`src/rtl/pio_pkg.sv`:
```
package pio_pkg;
  localparam int unsigned AW = 8;
  localparam int unsigned DW = 8;

  // true when a qualified I/O access targets the given port
  function automatic logic io_hit(input logic [AW-1:0] a,
                                  input logic [AW-1:0] port,
                                  input logic io,
                                  input logic strobe_n);
    return io && !strobe_n && (a == port);
  endfunction
endpackage

```
`src/rtl/pio_decode.sv`:
```
module pio_decode
  import pio_pkg::*;
#(
  parameter logic [AW-1:0] OUT_PORT = 8'h40,
  parameter logic [AW-1:0] IN_PORT  = 8'h40
) (
  input  logic          clk,
  input  logic          rst_n,
  input  logic [AW-1:0] addr,
  input  logic          io_sel,
  input  logic          rd_n,
  input  logic          wr_n,
  output logic          wr_hit,
  output logic          rd_hit
);
  assign wr_hit = io_hit(addr, OUT_PORT, io_sel, wr_n);
  assign rd_hit = io_hit(addr, IN_PORT, io_sel, rd_n);

  a_r4_mem_cycle_no_hit: assert property (@(posedge clk) disable iff (!rst_n)
    !io_sel |-> (!wr_hit && !rd_hit));
  a_r8_read_needs_strobe: assert property (@(posedge clk) disable iff (!rst_n)
    rd_hit |-> (!rd_n && io_sel && addr == IN_PORT));
endmodule

```
`src/rtl/pio_out_reg.sv`:
```
module pio_out_reg
  import pio_pkg::*;
(
  input  logic          clk,
  input  logic          rst_n,
  input  logic          wr_hit,
  input  logic [DW-1:0] wdata,
  output logic          commit,
  output logic [DW-1:0] port_out
);
  logic          hit_q;
  logic [DW-1:0] stage;

  // qualification present last edge, gone now: write has ended
  assign commit = hit_q && !wr_hit;

  always_ff @(posedge clk or negedge rst_n) begin
    if (!rst_n) begin
      hit_q    <= 1'b0;
      stage    <= '0;
      port_out <= '0;
    end else begin
      hit_q <= wr_hit;
      if (wr_hit) stage <= wdata;
      if (commit) port_out <= stage;
    end
  end

  a_r2_commit_loads: assert property (@(posedge clk) disable iff (!rst_n)
    commit |=> (port_out == $past(stage)));
  a_r3_hold_otherwise: assert property (@(posedge clk) disable iff (!rst_n)
    !commit |=> $stable(port_out));
endmodule

```
`src/rtl/pio_in_drv.sv`:
```
module pio_in_drv
  import pio_pkg::*;
(
  input  logic          clk,
  input  logic          rst_n,
  input  logic          rd_hit,
  input  logic [DW-1:0] pins_in,
  output logic [DW-1:0] rdata,
  output logic          rd_oe
);
  assign rd_oe = rd_hit;
  assign rdata = rd_hit ? pins_in : '0;

  a_r7_drives_pins: assert property (@(posedge clk) disable iff (!rst_n)
    rd_oe |-> (rdata == pins_in));
  a_r9_quiet_when_off: assert property (@(posedge clk) disable iff (!rst_n)
    !rd_oe |-> (rdata == '0));
endmodule

```
`src/rtl/pio_port.sv`:
```
module pio_port
  import pio_pkg::*;
#(
  parameter logic [AW-1:0] OUT_PORT = 8'h40,
  parameter logic [AW-1:0] IN_PORT  = 8'h40
) (
  input  logic          clk,
  input  logic          rst_n,
  input  logic [AW-1:0] addr,
  input  logic          io_sel,
  input  logic          rd_n,
  input  logic          wr_n,
  input  logic [DW-1:0] wdata,
  input  logic [DW-1:0] pins_in,
  output logic [DW-1:0] rdata,
  output logic          rd_oe,
  output logic [DW-1:0] port_out
);
  logic wr_hit, rd_hit, commit;

  pio_decode #(.OUT_PORT(OUT_PORT), .IN_PORT(IN_PORT)) u_dec (
    .clk(clk), .rst_n(rst_n), .addr(addr), .io_sel(io_sel),
    .rd_n(rd_n), .wr_n(wr_n), .wr_hit(wr_hit), .rd_hit(rd_hit));

  pio_out_reg u_out (
    .clk(clk), .rst_n(rst_n), .wr_hit(wr_hit), .wdata(wdata),
    .commit(commit), .port_out(port_out));

  pio_in_drv u_in (
    .clk(clk), .rst_n(rst_n), .rd_hit(rd_hit), .pins_in(pins_in),
    .rdata(rdata), .rd_oe(rd_oe));

  a_r10_no_strobe_overlap_drive: assert property (@(posedge clk) disable iff (!rst_n)
    rd_oe |-> !wr_hit);
endmodule

```
`config.mk`:
```
export PLATFORM = sky130hd
export DESIGN_NAME = pio_port
export DESIGN_NICKNAME = d
export VERILOG_FILES = /design/src/rtl/pio_pkg.sv /design/src/rtl/pio_decode.sv /design/src/rtl/pio_out_reg.sv /design/src/rtl/pio_in_drv.sv /design/src/rtl/pio_port.sv
export SDC_FILE = /design/constraint.sdc
export NUM_CORES = 1
export LEC_CHECK = 0
export BUFFER_PORTS_ARGS = -buffer_cell sky130_fd_sc_hd__buf_2
export CAP_MARGIN = 5
export CORE_MARGIN = 2
export CORE_UTILIZATION = 41
export DETAILED_ROUTE_END_ITERATION = 6
export PLACE_DENSITY = 0.86
export SLEW_MARGIN = 20
export SYNTH_ARGS = -nofsm -noshare
export SYNTH_HDL_FRONTEND = slang
export SYNTH_SLANG_ARGS = --single-unit
```
`constraint.sdc`:
```
create_clock -name clk -period 1.6 [get_ports clk]
set_input_delay 0.24 -clock clk [delete_from_list [all_inputs] [get_ports clk]]
set_output_delay 0.24 -clock clk [all_outputs]
set_load 0.02 [all_outputs]
```
======== After elaboration in Yosys (flattened, before gate mapping) ========
Cells that the tools add are included.
word-level totals
  flip-flop bits (word level) ............. 17
  bits of input ports ..................... 29
  logic and storage cells ................. 13
operators by class
  equal/unequal tests ..................... 1
  multiplexer cells ....................... 1
  reductions and logical operators ........ 8
operator list
  operator              number
  $eq A8 B7 Y1 const B  1
  $mux W8               1
  $logic_and A1 B1 Y1   5
  $logic_not A1 Y1      3

======== Longest topological paths before layout ========
Gate-level depths: netlist of the first run.
  depth after elaboration ................. 5
  depth in mapped cells ................... 3
  mapped depth without buffers ............ 3

======== Hierarchy ========
A second synthesis of the first run with hierarchy kept.
unflattened totals
  cells, all modules ...................... 50
  area, all modules ....................... 795.8 µm²
modules (own cells, without submodules)
  module       instances  cells an instance  area an instance (µm²)  sequential area each (µm²)
  pio_out_reg  1          36                 680.7                   425.4
  pio_decode   1          5                  57.6                    0.0
  pio_in_drv   1          9                  57.6                    0.0

======== Worst setup path after synthesis of the first run ========
OpenSTA, ideal clock, no wires.
  path kind ............................... input port to output port
  start ................................... input port addr[1]
  end ..................................... output port rdata[0]
  arrival ................................. 1.754 ns
  slack ................................... -0.394 ns
  stages on the path ...................... 3
  path buffers ............................ 0
  path through ............................ or4_4 nor4_2 and2_1
on the way
  cells in the longest elaborated chain, start to end .. 3
RTL lines
  item                 RTL line          text
  start: declaration   pio_port.sv:9     input logic [AW-1:0] addr,
  $eq A8 B7 Y1         pio_pkg.sv:10     return io && !strobe_n && (a == port);
  $logic_and A1 B1 Y1  pio_pkg.sv:10
  via rd_oe            pio_port.sv:16    output logic rd_oe,
  $mux W8              pio_in_drv.sv:12  assign rdata = rd_hit ? pins_in : '0;
  end: declaration     pio_port.sv:15    output logic [DW-1:0] rdata,
The timed path passes the listed nets, and every way through them passes these cells.

======== Final worst setup path of the first run ========
  start ................................... input port addr[2]
  end ..................................... output port rdata[0]
on the way
  cells in the longest elaborated chain, start to end .. 3
RTL lines
  item                 RTL line
  $eq A8 B7 Y1         pio_pkg.sv:10
  $logic_and A1 B1 Y1  pio_pkg.sv:10
  $mux W8              pio_in_drv.sv:12
No other way between the ends.

==> flow_summary_export.csv, run 1 <==
group,metric,value,unit
critical_path,crit_fanout,4,
layout,layout.cells.most_common,"buf_2",
drt,drt_pass1_iterations,1,
power,power_switching,146,uW
yosys,synth_fa_ha_area_share,0,%
critical_path,reg2regPathDepth,3,
critical_path,reg2reg_from,"u_out.hit_q",
critical_path,cp_top_family,"simple AND/OR/NAND/NOR gates",
yosys,syn_area,739,um2
hold_path,hold_start,"wdata[0]",
sta,drv_slew,0,
yosys,synth_xor_xnor_area_share,0,%
place,port_buffers,45,
power,p_per_area,573,nW/um2
power,p_int,570,uW
yosys,ys_seq_area_share,57.5,%
layout,drive_gt1_share,80.8,%
yosys,synth_cells,46,
power,clkPwrFrac,29.4,%
sta,finalHoldViolations,0,
floorplan,die_w,46.5,um
power,ir_drop,0.555,mV
sta,period_share,108,%
yosys,syn-num-nets,75,
yosys,yosys.area_share.simple,14.4,%
layout,layout.nets,134,
outcome,violations,"setup timing",
floorplan,dieArea,2160,um2
layout,final_cells,129,
place,pre_cts_ws,-0.243,ns
sta,setup_ws,-0.135,ns
floorplan,fp.dieH,46.5,um
clocking,cts-root-buf,"clkbuf_4",
global_route,grt_pass1_vias,639,
critical_path,crit_path_end,"rdata[0]",
critical_path,critPathRequiredTime,1.36,ns
sta,final-setup-viol-count,25,
critical_path,crit_chain,"buf_6, or4_4, nor4_4, buf_4, and2_4, buf_6",
critical_path,r2r_slack,0.51,ns
yosys,ys_ff_latch,17,
critical_path,crit_path_max_incr_delay,0.54,ns
run,maxCapViolations,0,
drt,drtIter0Drc,0,
power,netSwitchingFraction,20.4,%
critical_path,critPathLaunchType,"primary input",
hold_path,hold_path.class,"in -> reg",
place,place_hpwl,1190,um
clocking,path_clk_slew,0.09,ns
floorplan,core_area,1710,um2
clocking,clock-sinks,17,
clocking,cts_buffers,3,
clocking,cts.path.max_buffers,2,
global_route,grt.overflow.total,0,
critical_path,cp-end-kind,"output port",
sta,clock-skew-final,0.00470,ns
power,comb_power_share,9.5,%
sta,slew_headroom,76.3,%
critical_path,critPathLaunch,"addr[2]",
layout,fillers,117,
layout,syn_to_final_growth,68.9,%
clocking,clock_latency,0.28,ns
sta,fmax,0.576,GHz
yosys,synthMuxAreaShare,24.4,%
place,placed_area,1060,um2
drt,routedWlPerCell,13.8,um
critical_path,worstSetupPathType,"in -> out",
drt,drc,0,
global_route,grt_max_degree,18,
layout,post-route-util,73.1,%
layout,layout_common_cells,"buf_2, dfrtp_1, buf_6",
place,gp_congestion,0.609,
place,dp.cells,119,
clocking,cts_tree,"yes",
critical_path,cp_common_cell,"buf_6",
critical_path,worst_r2r_endpoint,"u_out.port_out[7]",
floorplan,io_pins,46,
yosys,syn_avg_cell_area,16.1,um2
layout,antenna_cells,0,
critical_path,path_depth,6,
sta,fin_crit,1.74,ns
global_route,antenna_found_initial,0,
power,p_leak,0.684,nW
yosys,ys.warnings.count,0,
critical_path,slowest_stage,"or4_4",
floorplan,initial_core_util,43.3,%
sta,worst_pin_slew,0.356,ns
sta,rsz0062_at_grt,"yes",
global_route,grt_usage,17.3,%
yosys,synth.distinct_cells,9,
yosys,synth-compound-area-share,3.72,%
floorplan,rows,15,
drt,via_per_inst,4.81,
clocking,cts_max_level,1,
outcome,outcome,"complete, but fails checks",
critical_path,arrival,1.50,ns
drt,wirelength,1780,um
critical_path,path_buf_inv,3,
layout,final_area,1250,um2
drt,ant_nets,0,
global_route,grt_pass1_wl,2590,um
yosys,synth_top_family_by_area,"multiplexers",
power,report.power.total,716,uW
power,p_seq_share,61.2,%
drt,via_count,620,
through the flow:
stage                     hold WS (ns)  setup TNS (ns)
after floorplan                -0.0556           -3.43
after global placement           0.165           -4.25
after detailed placement         0.173           -5.02
after CTS                        0.185           -2.11
after global routing             0.170           -3.04
final                            0.191           -2.31
cells by family after synthesis:
family,after synthesis
DFF,17
and+or+nand+nor,12
muxes,16
AOI/OAI and AO/OA,1
sequential cells by signal, summed over array words and instances (netlist names):
signal,count
u_out.port_out,8
u_out.hit_q,1
u_out.stage,8
worst min path at each step:
stage / depth (start not counted) / end / slack, ns
after CTS: 2 / u_out.stage[4] / 0.18
after global routing: 2 / u_out.stage[5] / 0.17
after detailed placement: 1 / u_out.stage[0] / 0.17
after global placement: 1 / u_out.stage[0] / 0.17
after floorplan: 0 / u_out.hit_q / -0.06
final: 2 / u_out.stage[0] / 0.19
what timing repair did:
item                                   4_1_cts  5_1_grt
endpoints found under the hold margin       17        0
gates resized for setup                     25       15
pin swaps                                    6        5
hold buffers                                 1        0
buffers inserted                             3        1
setup endpoints to repair                    9       17
cloned                                       1        0
synth_stat cells (all sizes together):
cell      n  share of area (%)
o41ai     1                3.7
and2      8                6.8
or4       1                1.5
dfrtp    17                 58
nand4bb   1                1.5
nor4      2                4.6
mux2     16                 24
power by group through the flow:
stage	clock network (mW)	registers [mW]	logic (mW)
after detailed placement	0	0.446	0.0607
after global routing	0.250	0.439	0.0748
final	0.210	0.438	0.0678
after global placement	0	0.446	0.0585
after floorplan	0	0.446	0.0126
after CTS	0.223	0.438	0.0661
routing by layer:
layer / routed length (um) / vias to the layer above / global-route usage [%]
met5: 0 / - / 0
met4: 0 / 0 / 6.86
met3: 212 / 0 / 3.92
met2: 925 / 38 / 31.9
met1: 637 / 298 / 18.7
li1: - / 284 / -
cell type report:
type	count	area, um2	area share (%)
sequential	17	425	34.1
multi-input combinational	29	384	30.8
timing repair buffer	54	382	30.6
tap	25	31.3	2.51
clock buffer	4	26.3	2.10
Note: power is estimated with default switching activity, not from simulation.
==> run 2, diff against run 1 <==
--- a/config.mk
+++ b/config.mk
@@ -8,9 +8,9 @@
 export BUFFER_PORTS_ARGS = -buffer_cell sky130_fd_sc_hd__buf_2
 export CAP_MARGIN = 5
 export CORE_MARGIN = 2
-export CORE_UTILIZATION = 41
+export CORE_UTILIZATION = 40
 export DETAILED_ROUTE_END_ITERATION = 6
-export PLACE_DENSITY = 0.86
+export PLACE_DENSITY = 0.85
 export SLEW_MARGIN = 20
 export SYNTH_ARGS = -nofsm -noshare
 export SYNTH_HDL_FRONTEND = slang
==> flow_summary_export.csv, run 2 (synthesis gave the netlist of run 1 again) <==
group,metric,value,unit
layout,multi_input_area,380,um2
drt,routedLengthMet1,726,um
sta,final-setup-viol-count,25,
layout,layout.cells.most_common,"buf_2",
layout,layout_common_cells,"buf_2, dfrtp_1, buf_6",
floorplan,io_pins,46,
global_route,grt_pass1_wl,2530,um
clocking,cts_tree,"yes",
sta,fin_crit,1.72,ns
power,p_leak,0.684,nW
clocking,cts-root-buf,"clkbuf_4",
outcome,outcome,"complete, but fails checks",
power,report.power.total,732,uW
place,port_buffers,45,
clocking,cts.path.max_buffers,2,
sta,slew_headroom,75.2,%
sta,fmax,0.582,GHz
sta,clock-skew-final,0.00133,ns
outcome,violations,"setup timing",
drt,drc,0,
drt,ant_nets,0,
sta,finalHoldViolations,0,
drt,wl_met3,169,um
layout,ff_latch_area,425,um2
drt,drtIter0Drc,2,
critical_path,reg2reg_from,"u_out.hit_q",
clocking,clock_latency,0.28,ns
critical_path,worstSetupPathType,"in -> out",
critical_path,cp-end-kind,"output port",
clocking,clock-sinks,17,
layout,fillers,123,
global_route,antenna_found_initial,0,
floorplan,die_w,47.0,um
clocking,cts_buffers,3,
layout,syn_to_final_growth,69.2,%
sta,period_share,107,%
sta,setup_ws,-0.118,ns
hold_path,hold_path.class,"in -> reg",
place,gp_congestion,0.613,
drt,wirelength,1880,um
drt,via_per_inst,4.79,
global_route,grt_usage,16.8,%
place,dp.cells,119,
critical_path,arrival,1.48,ns
clocking,cts_max_level,1,
global_route,grt_pass1_vias,650,
drt,via_count,618,
layout,final_cells,129,
power,p_per_area,585,nW/um2
critical_path,critPathLaunchType,"primary input",
floorplan,dieArea,2210,um2
hold_path,hold_start,"wdata[0]",
drt,top_layer,"met3",
drt,routedWlPerCell,14.6,um
floorplan,initial_core_util,42.8,%
layout,antenna_cells,0,
global_route,grt.overflow.total,0,
layout,drive_gt1_share,79.8,%
run,maxCapViolations,0,
critical_path,critPathRequiredTime,1.36,ns
floorplan,rows,15,
power,ir_drop,0.523,mV
critical_path,crit_fanout,5,
floorplan,core_area,1730,um2
sta,rsz0062_at_grt,"yes",
global_route,grt_max_degree,18,
sta,worst_pin_slew,0.371,ns
drt,dr_wl_met2,987,um
layout,reg_top3,"u_out.port_out x8, u_out.stage x8, u_out.hit_q x1",
layout,layout.nets,134,
floorplan,fp.dieH,47.0,um
clocking,path_clk_slew,0.09,ns
critical_path,critPathLaunch,"addr[1]",
drt,drt_pass1_iterations,2,
sta,drv_slew,0,
==> run 2: cell counts in the layout (fill, tap and decap cells not counted) <==
No cell type changed its count.
==> run 2: per-stage QoR <==
stage / setup TNS [ns] / worst slack (ns) / util, % / hold slack [ns] / area, um2
global route: -2.58 / -0.145 / 72.5 / 0.162 / 1250
floorplan: -3.43 / -0.169 / - / -0.0556 / 768
global placement: -4.32 / -0.198 / 61.4 / 0.166 / 1060
finish: -2.16 / -0.118 / 72.5 / 0.182 / 1250
detailed placement: -5.00 / -0.258 / 61.4 / 0.176 / 1060
CTS: -2.15 / -0.244 / 69.6 / 0.175 / 1200
==> run 2: per-layer routing <==
metal / vias to the layer above / GRT usage [%]
li1: 282 / -
met1: 299 / 17.3
met2: 37 / 32.1
met3: 0 / 3.08
met4: 0 / 8.33
met5: - / 0
==> run 2: layout make-up <==
| class | instances | share of cell area [%] |
|---|---|---|
| clock buffer | 4 | 2.10 |
| multi-input combinational | 29 | 30.4 |
| sequential | 17 | 34.0 |
| tap | 25 | 2.50 |
| timing repair buffer | 54 | 31.0 |
==> run 2: repair_timing <==
item / 4_1_cts / 5_1_grt
resized for setup: 29 / 11
setup buffers: 3 / 1
cloned: 1 / 0
hold buffers: 1 / 0
endpoints found under the setup margin: 9 / 16
hold endpoints to repair: 17 / 0
pin swaps: 10 / 4
==> run 2: power by group <==
part	internal, mW	switching (mW)	total, mW
clock	0.0967	0.127	0.224
combinational	0.0403	0.0302	0.0705
sequential	0.435	0.00300	0.438
total	0.572	0.160	0.732
==> run 2: path summary, 6_finish.rpt <==
| kind | end | slack (ns) | cells after the start |
|---|---|---|---|
| worst max-delay path | rdata[4] | -0.12 | 6 |
| worst min-delay path | u_out.stage[0] | 0.18 | 2 |
| worst max register to register | u_out.port_out[1] | 0.49 | 3 |
| worst min register to register | u_out.port_out[1] | 0.50 | 1 |
| max in group asynchronous | u_out.stage[2] | 0.94 | 2 |
| min in group asynchronous | u_out.stage[6] | 0.39 | 2 |
==> run 2: critical path, cell delays in order <==
cell	delay, ns
buf_6	0.09
or4_4	0.54
nor4_4	0.17
buf_4	0.19
and2_4	0.14
buf_6	0.11
